==> config.mk <==
export PLATFORM = sky130hd
export DESIGN_NAME = hc_cmd_status
export DESIGN_NICKNAME = d
export VERILOG_FILES = /design/src/rtl/hc_cmd_pkg.sv /design/src/rtl/hc_cmd_ctrl.sv /design/src/rtl/hc_cmd_dp.sv /design/src/rtl/hc_cmd_status.sv
export SDC_FILE = /design/constraint.sdc
export NUM_CORES = 1
export LEC_CHECK = 0
export ABC_CLOCK_PERIOD_IN_PS = 1200
export CORE_MARGIN = 1.5
export CORE_UTILIZATION = 25
export DETAILED_ROUTE_END_ITERATION = 6
export PLACE_DENSITY = 0.88
export SLEW_MARGIN = 20
export SYNTH_ARGS = -nofsm -noshare
export SYNTH_HDL_FRONTEND = slang
export SYNTH_HIERARCHICAL = 1
export SYNTH_SLANG_ARGS = --single-unit
==> constraint.sdc <==
create_clock -name clk -period 1.2 [get_ports clk]
set_clock_uncertainty 0.2 [all_clocks]
set_input_delay 0.36 -clock clk [delete_from_list [all_inputs] [get_ports clk]]
set_output_delay 0.36 -clock clk [all_outputs]
set_load 0.02 [all_outputs]
==> src/rtl/hc_cmd_pkg.sv <==
package hc_cmd_pkg;

  localparam int REG_W    = 32;
  localparam int SOC_W    = 2;
  localparam int SOC_LSB  = 16;
  localparam int FLAG_N   = 4;

  // flag positions, decoded by the list engine and the interrupt block
  localparam int FLAG_HCR = 0;
  localparam int FLAG_CLF = 1;
  localparam int FLAG_BLF = 2;
  localparam int FLAG_OCR = 3;

  // strobes from control to datapath for one cycle
  typedef struct packed {
    logic [FLAG_N-1:0] swSet;
    logic [FLAG_N-1:0] hwClr;
    logic [FLAG_N-1:0] hwSet;
    logic              socInc;
  } cmdStrobe_t;

endpackage

==> src/rtl/hc_cmd_ctrl.sv <==
module hc_cmd_ctrl
  import hc_cmd_pkg::*;
(
  input  logic              clk,
  input  logic              rstN,
  input  logic              regWrEn,
  input  logic [REG_W-1:0]  regWrData,
  input  logic              schedOverrun,
  input  logic              ownChangeDone,
  input  logic              resetDone,
  input  logic              bulkListStart,
  input  logic              bulkTdFound,
  input  logic              ctrlListStart,
  input  logic              ctrlTdFound,
  input  logic [FLAG_N-1:0] flagRise,
  output cmdStrobe_t        strb,
  output logic              overrunIrqSet,
  output logic              ownChangeIrqSet
);

  always_comb begin
    strb.swSet  = regWrEn ? regWrData[FLAG_N-1:0] : '0;
    strb.hwClr  = '0;
    strb.hwSet  = '0;
    strb.hwClr[FLAG_HCR] = resetDone;
    strb.hwClr[FLAG_CLF] = ctrlListStart;
    strb.hwClr[FLAG_BLF] = bulkListStart;
    strb.hwClr[FLAG_OCR] = ownChangeDone;
    strb.hwSet[FLAG_CLF] = ctrlTdFound;
    strb.hwSet[FLAG_BLF] = bulkTdFound;
    strb.socInc = schedOverrun;
  end

  always_ff @(posedge clk or negedge rstN) begin
    if (!rstN) begin
      overrunIrqSet   <= 1'b0;
      ownChangeIrqSet <= 1'b0;
    end else begin
      overrunIrqSet   <= schedOverrun;
      ownChangeIrqSet <= flagRise[FLAG_OCR];
    end
  end

endmodule

==> src/rtl/hc_cmd_dp.sv <==
module hc_cmd_dp
  import hc_cmd_pkg::*;
(
  input  logic              clk,
  input  logic              rstN,
  input  cmdStrobe_t        strb,
  output logic [FLAG_N-1:0] flagRise,
  output logic [REG_W-1:0]  rdData
);

  logic [FLAG_N-1:0] flagQ;
  logic [FLAG_N-1:0] flagNext;
  logic [SOC_W-1:0]  socQ;

  for (genvar i = 0; i < FLAG_N; i++) begin : g_flag
    // a set from either side beats a clear
    assign flagNext[i] = (flagQ[i] & ~strb.hwClr[i]) | strb.hwSet[i] | strb.swSet[i];
    assign flagRise[i] = flagNext[i] & ~flagQ[i];

    always_ff @(posedge clk or negedge rstN) begin
      if (!rstN) flagQ[i] <= 1'b0;
      else       flagQ[i] <= flagNext[i];
    end
  end

  always_ff @(posedge clk or negedge rstN) begin
    if (!rstN)            socQ <= '0;
    else if (strb.socInc) socQ <= socQ + 1'b1;
  end

  always_comb begin
    rdData                      = '0;
    rdData[SOC_LSB +: SOC_W]    = socQ;
    rdData[FLAG_N-1:0]          = flagQ;
  end

endmodule

==> src/rtl/hc_cmd_status.sv <==
module hc_cmd_status
  import hc_cmd_pkg::*;
(
  input  logic              clk,
  input  logic              rstN,
  input  logic              regWrEn,
  input  logic [REG_W-1:0]  regWrData,
  output logic [REG_W-1:0]  regRdData,
  input  logic              schedOverrun,
  input  logic              ownChangeDone,
  input  logic              resetDone,
  input  logic              bulkListStart,
  input  logic              bulkTdFound,
  input  logic              ctrlListStart,
  input  logic              ctrlTdFound,
  output logic              overrunIrqSet,
  output logic              ownChangeIrqSet
);

  cmdStrobe_t        strb;
  logic [FLAG_N-1:0] flagRise;

  hc_cmd_ctrl u_ctrl (
    .clk             (clk),
    .rstN            (rstN),
    .regWrEn         (regWrEn),
    .regWrData       (regWrData),
    .schedOverrun    (schedOverrun),
    .ownChangeDone   (ownChangeDone),
    .resetDone       (resetDone),
    .bulkListStart   (bulkListStart),
    .bulkTdFound     (bulkTdFound),
    .ctrlListStart   (ctrlListStart),
    .ctrlTdFound     (ctrlTdFound),
    .flagRise        (flagRise),
    .strb            (strb),
    .overrunIrqSet   (overrunIrqSet),
    .ownChangeIrqSet (ownChangeIrqSet)
  );

  hc_cmd_dp u_dp (
    .clk      (clk),
    .rstN     (rstN),
    .strb     (strb),
    .flagRise (flagRise),
    .rdData   (regRdData)
  );

endmodule

==> flow_summary.json <==
{
  "cts-buffers-inserted": 3,
  "wirelength_um": 880,
  "drc": 0,
  "drt_iter0_markers": 4,
  "dr.pass1.iters": 2,
  "critPathKind": "reg -> out",
  "p_leak_nw": 0.391,
  "num-fill-cells": 224,
  "gr-total-overflow": 0,
  "die-area_um2": 2580,
  "slowest_delay_ps": 390,
  "grt_setup_unrepaired": "yes",
  "rows": 17,
  "cp_data_arrival_time_ps": 790,
  "hp-class": "in -> async",
  "grt_pass1_wl_um": 1440,
  "clock-sinks": 8,
  "maxSlewViolCount": 0,
  "cp_cell_sequence": "buf_6",
  "finalWorstPathRequiredPeriod_ps": 1350,
  "drv_cap": 0,
  "path_max_fanout": 2,
  "crit_required_ps": 640,
  "final_core_util_pct": 33.8,
  "hold_viol_final": 0,
  "clk_pin_slew_ps": 60,
  "wire_per_inst_um": 7.72,
  "syn_to_final_growth_pct": 29.6,
  "die_w_um": 50.8,
  "violations": "setup timing",
  "vias_per_cell": 3.06,
  "fin_nets": 130,
  "core-area_um2": 2190,
  "final_antenna_net_count": 0,
  "pin_count": 76,
  "diodes": 0,
  "portBuffers": 21,
  "powerDensity_nw_per_um2": 1360,
  "gp_congestion": 0.582,
  "cts_tree": "built",
  "final.setup.worst_slack_ps": -145,
  "drive_above_1_share_pct": 19.8,
  "root_buffer": "clkbuf_4",
  "timing.final.crit_share_pct": 112,
  "setup_viol": 8,
  "path_delay_family": "flip-flops",
  "cp-end-kind": "output pin",
  "die_y_um": 50.8,
  "cts_max_level": 1,
  "multi_input_area_um2": 190,
  "ir_drop_mv": 0.539,
  "grtUsageTotal_pct": 8.00,
  "netlist_area_um2": 571,
  "clock_tree.buffer_depth": 2,
  "regArea_um2": 200,
  "vias": 349,
  "grt_pass1_vias": 325,
  "clock_latency_ps": 250,
  "dp_hpwl_um": 729,
  "cp_slowest_cell": "dfrtp_1",
  "synthCells": 65,
  "cp-start-kind": "flop",
  "initial_core_util_pct": 26.0,
  "yosys_warnings": 6,
  "final_cells": 114,
  "status": "finished, violations left",
  "crit_buf_inv": 1,
  "dp.cells": 109,
  "fmax_ghz": 0.743,
  "antenna_found_initial": 0,
  "avgSynthCellArea_um2": 8.78,
  "grt_start_max_net_pins": 9
}
per-layer routing:
metal  wire [um]  global-route usage (%)  part of all wire [%]  up-vias
met5           0                       0                     0        -
met4          16                    5.41                   1.8        0
met3          99                    2.38                    11        2
met2         446                    13.6                    51       27
met1         318                    8.44                    36      147
li1            -                       -                     -      173
path summary, 6_finish.rpt:
check | startpoint | end | slack (ps) | cells past startpoint
worst max-delay path | u_dp/rdData[1]$_DFF_PN0_ | regRdData[1] | -150 | 1
worst max register to register | u_dp/socQ[0]$_DFFE_PN0P_ | u_dp/socQ[0]$_DFFE_PN0P_ | 90 | 3
min in group clk | u_dp/rdData[3]$_DFF_PN0_ | u_ctrl/ownChangeIrqSet$_DFF_PN0_ | 360 | 2
worst min register to register | u_dp/rdData[3]$_DFF_PN0_ | u_ctrl/ownChangeIrqSet$_DFF_PN0_ | 360 | 2
max in group asynchronous | rstN | u_ctrl/ownChangeIrqSet$_DFF_PN0_ | 480 | 2
worst min-delay path | rstN | u_dp/rdData[2]$_DFF_PN0_ | 210 | 2
per-stage QoR:
step	setup slack [ps]	cell area [um^2]	TNS, ps	total power, mW	hold slack (ps)
CTS	-162	732	-1150	0.996	210
finish	-145	739	-1050	1.01	215
detailed placement	-348	693	-4210	0.761	332
global route	-178	739	-1250	1.06	217
global placement	-346	693	-4080	0.744	318
floorplan	191	668	0	0.622	-136
cell type report:
class,instances,area share (%)
Tap cell,28,4.74
Clock buffer,3,3.05
Sequential cell,8,27.1
Multi-Input combinational cell,44,25.7
Inverter,4,2.03
Timing Repair Buffer,27,37.4
power by group:
| part | total (mW) | switching (mW) | leakage, nW | internal [mW] |
|---|---|---|---|---|
| registers | 0.353 | 0.0340 | 0.0890 | 0.319 |
| clock network | 0.207 | 0.0926 | 0.0138 | 0.115 |
| logic | 0.445 | 0.217 | 0.288 | 0.228 |
| total | 1.01 | 0.343 | 0.391 | 0.662 |
what timing repair did:
| action | 4_1_cts | 5_1_grt |
|---|---|---|
| hold buffers | 0 | 0 |
| buffers inserted | 1 | 1 |
| gates resized for setup | 49 | 2 |
| endpoints found under the setup margin | 13 | 10 |
layout by cell type (no fill, tap or decap), drive strengths merged:
| cell type | instances |
|---|---|
| and2 | 4 |
| buf | 14 |
| clkbuf | 3 |
| clkdlybuf4s50 | 12 |
| conb | 28 |
| dfrtp | 8 |
| dlygate4sd2 | 1 |
| inv | 4 |
| nand2 | 1 |
| nor2 | 5 |
| o21ai | 4 |
| xnor2 | 1 |
| xor2 | 1 |
state kept, by name, summed over array words and instances (netlist names):
signal and count:
u_ctrl/overrunIrqSet 1, u_ctrl/ownChangeIrqSet 1, u_dp/rdData 4, u_dp/socQ 2
Power figures use the tool's default switching activity.
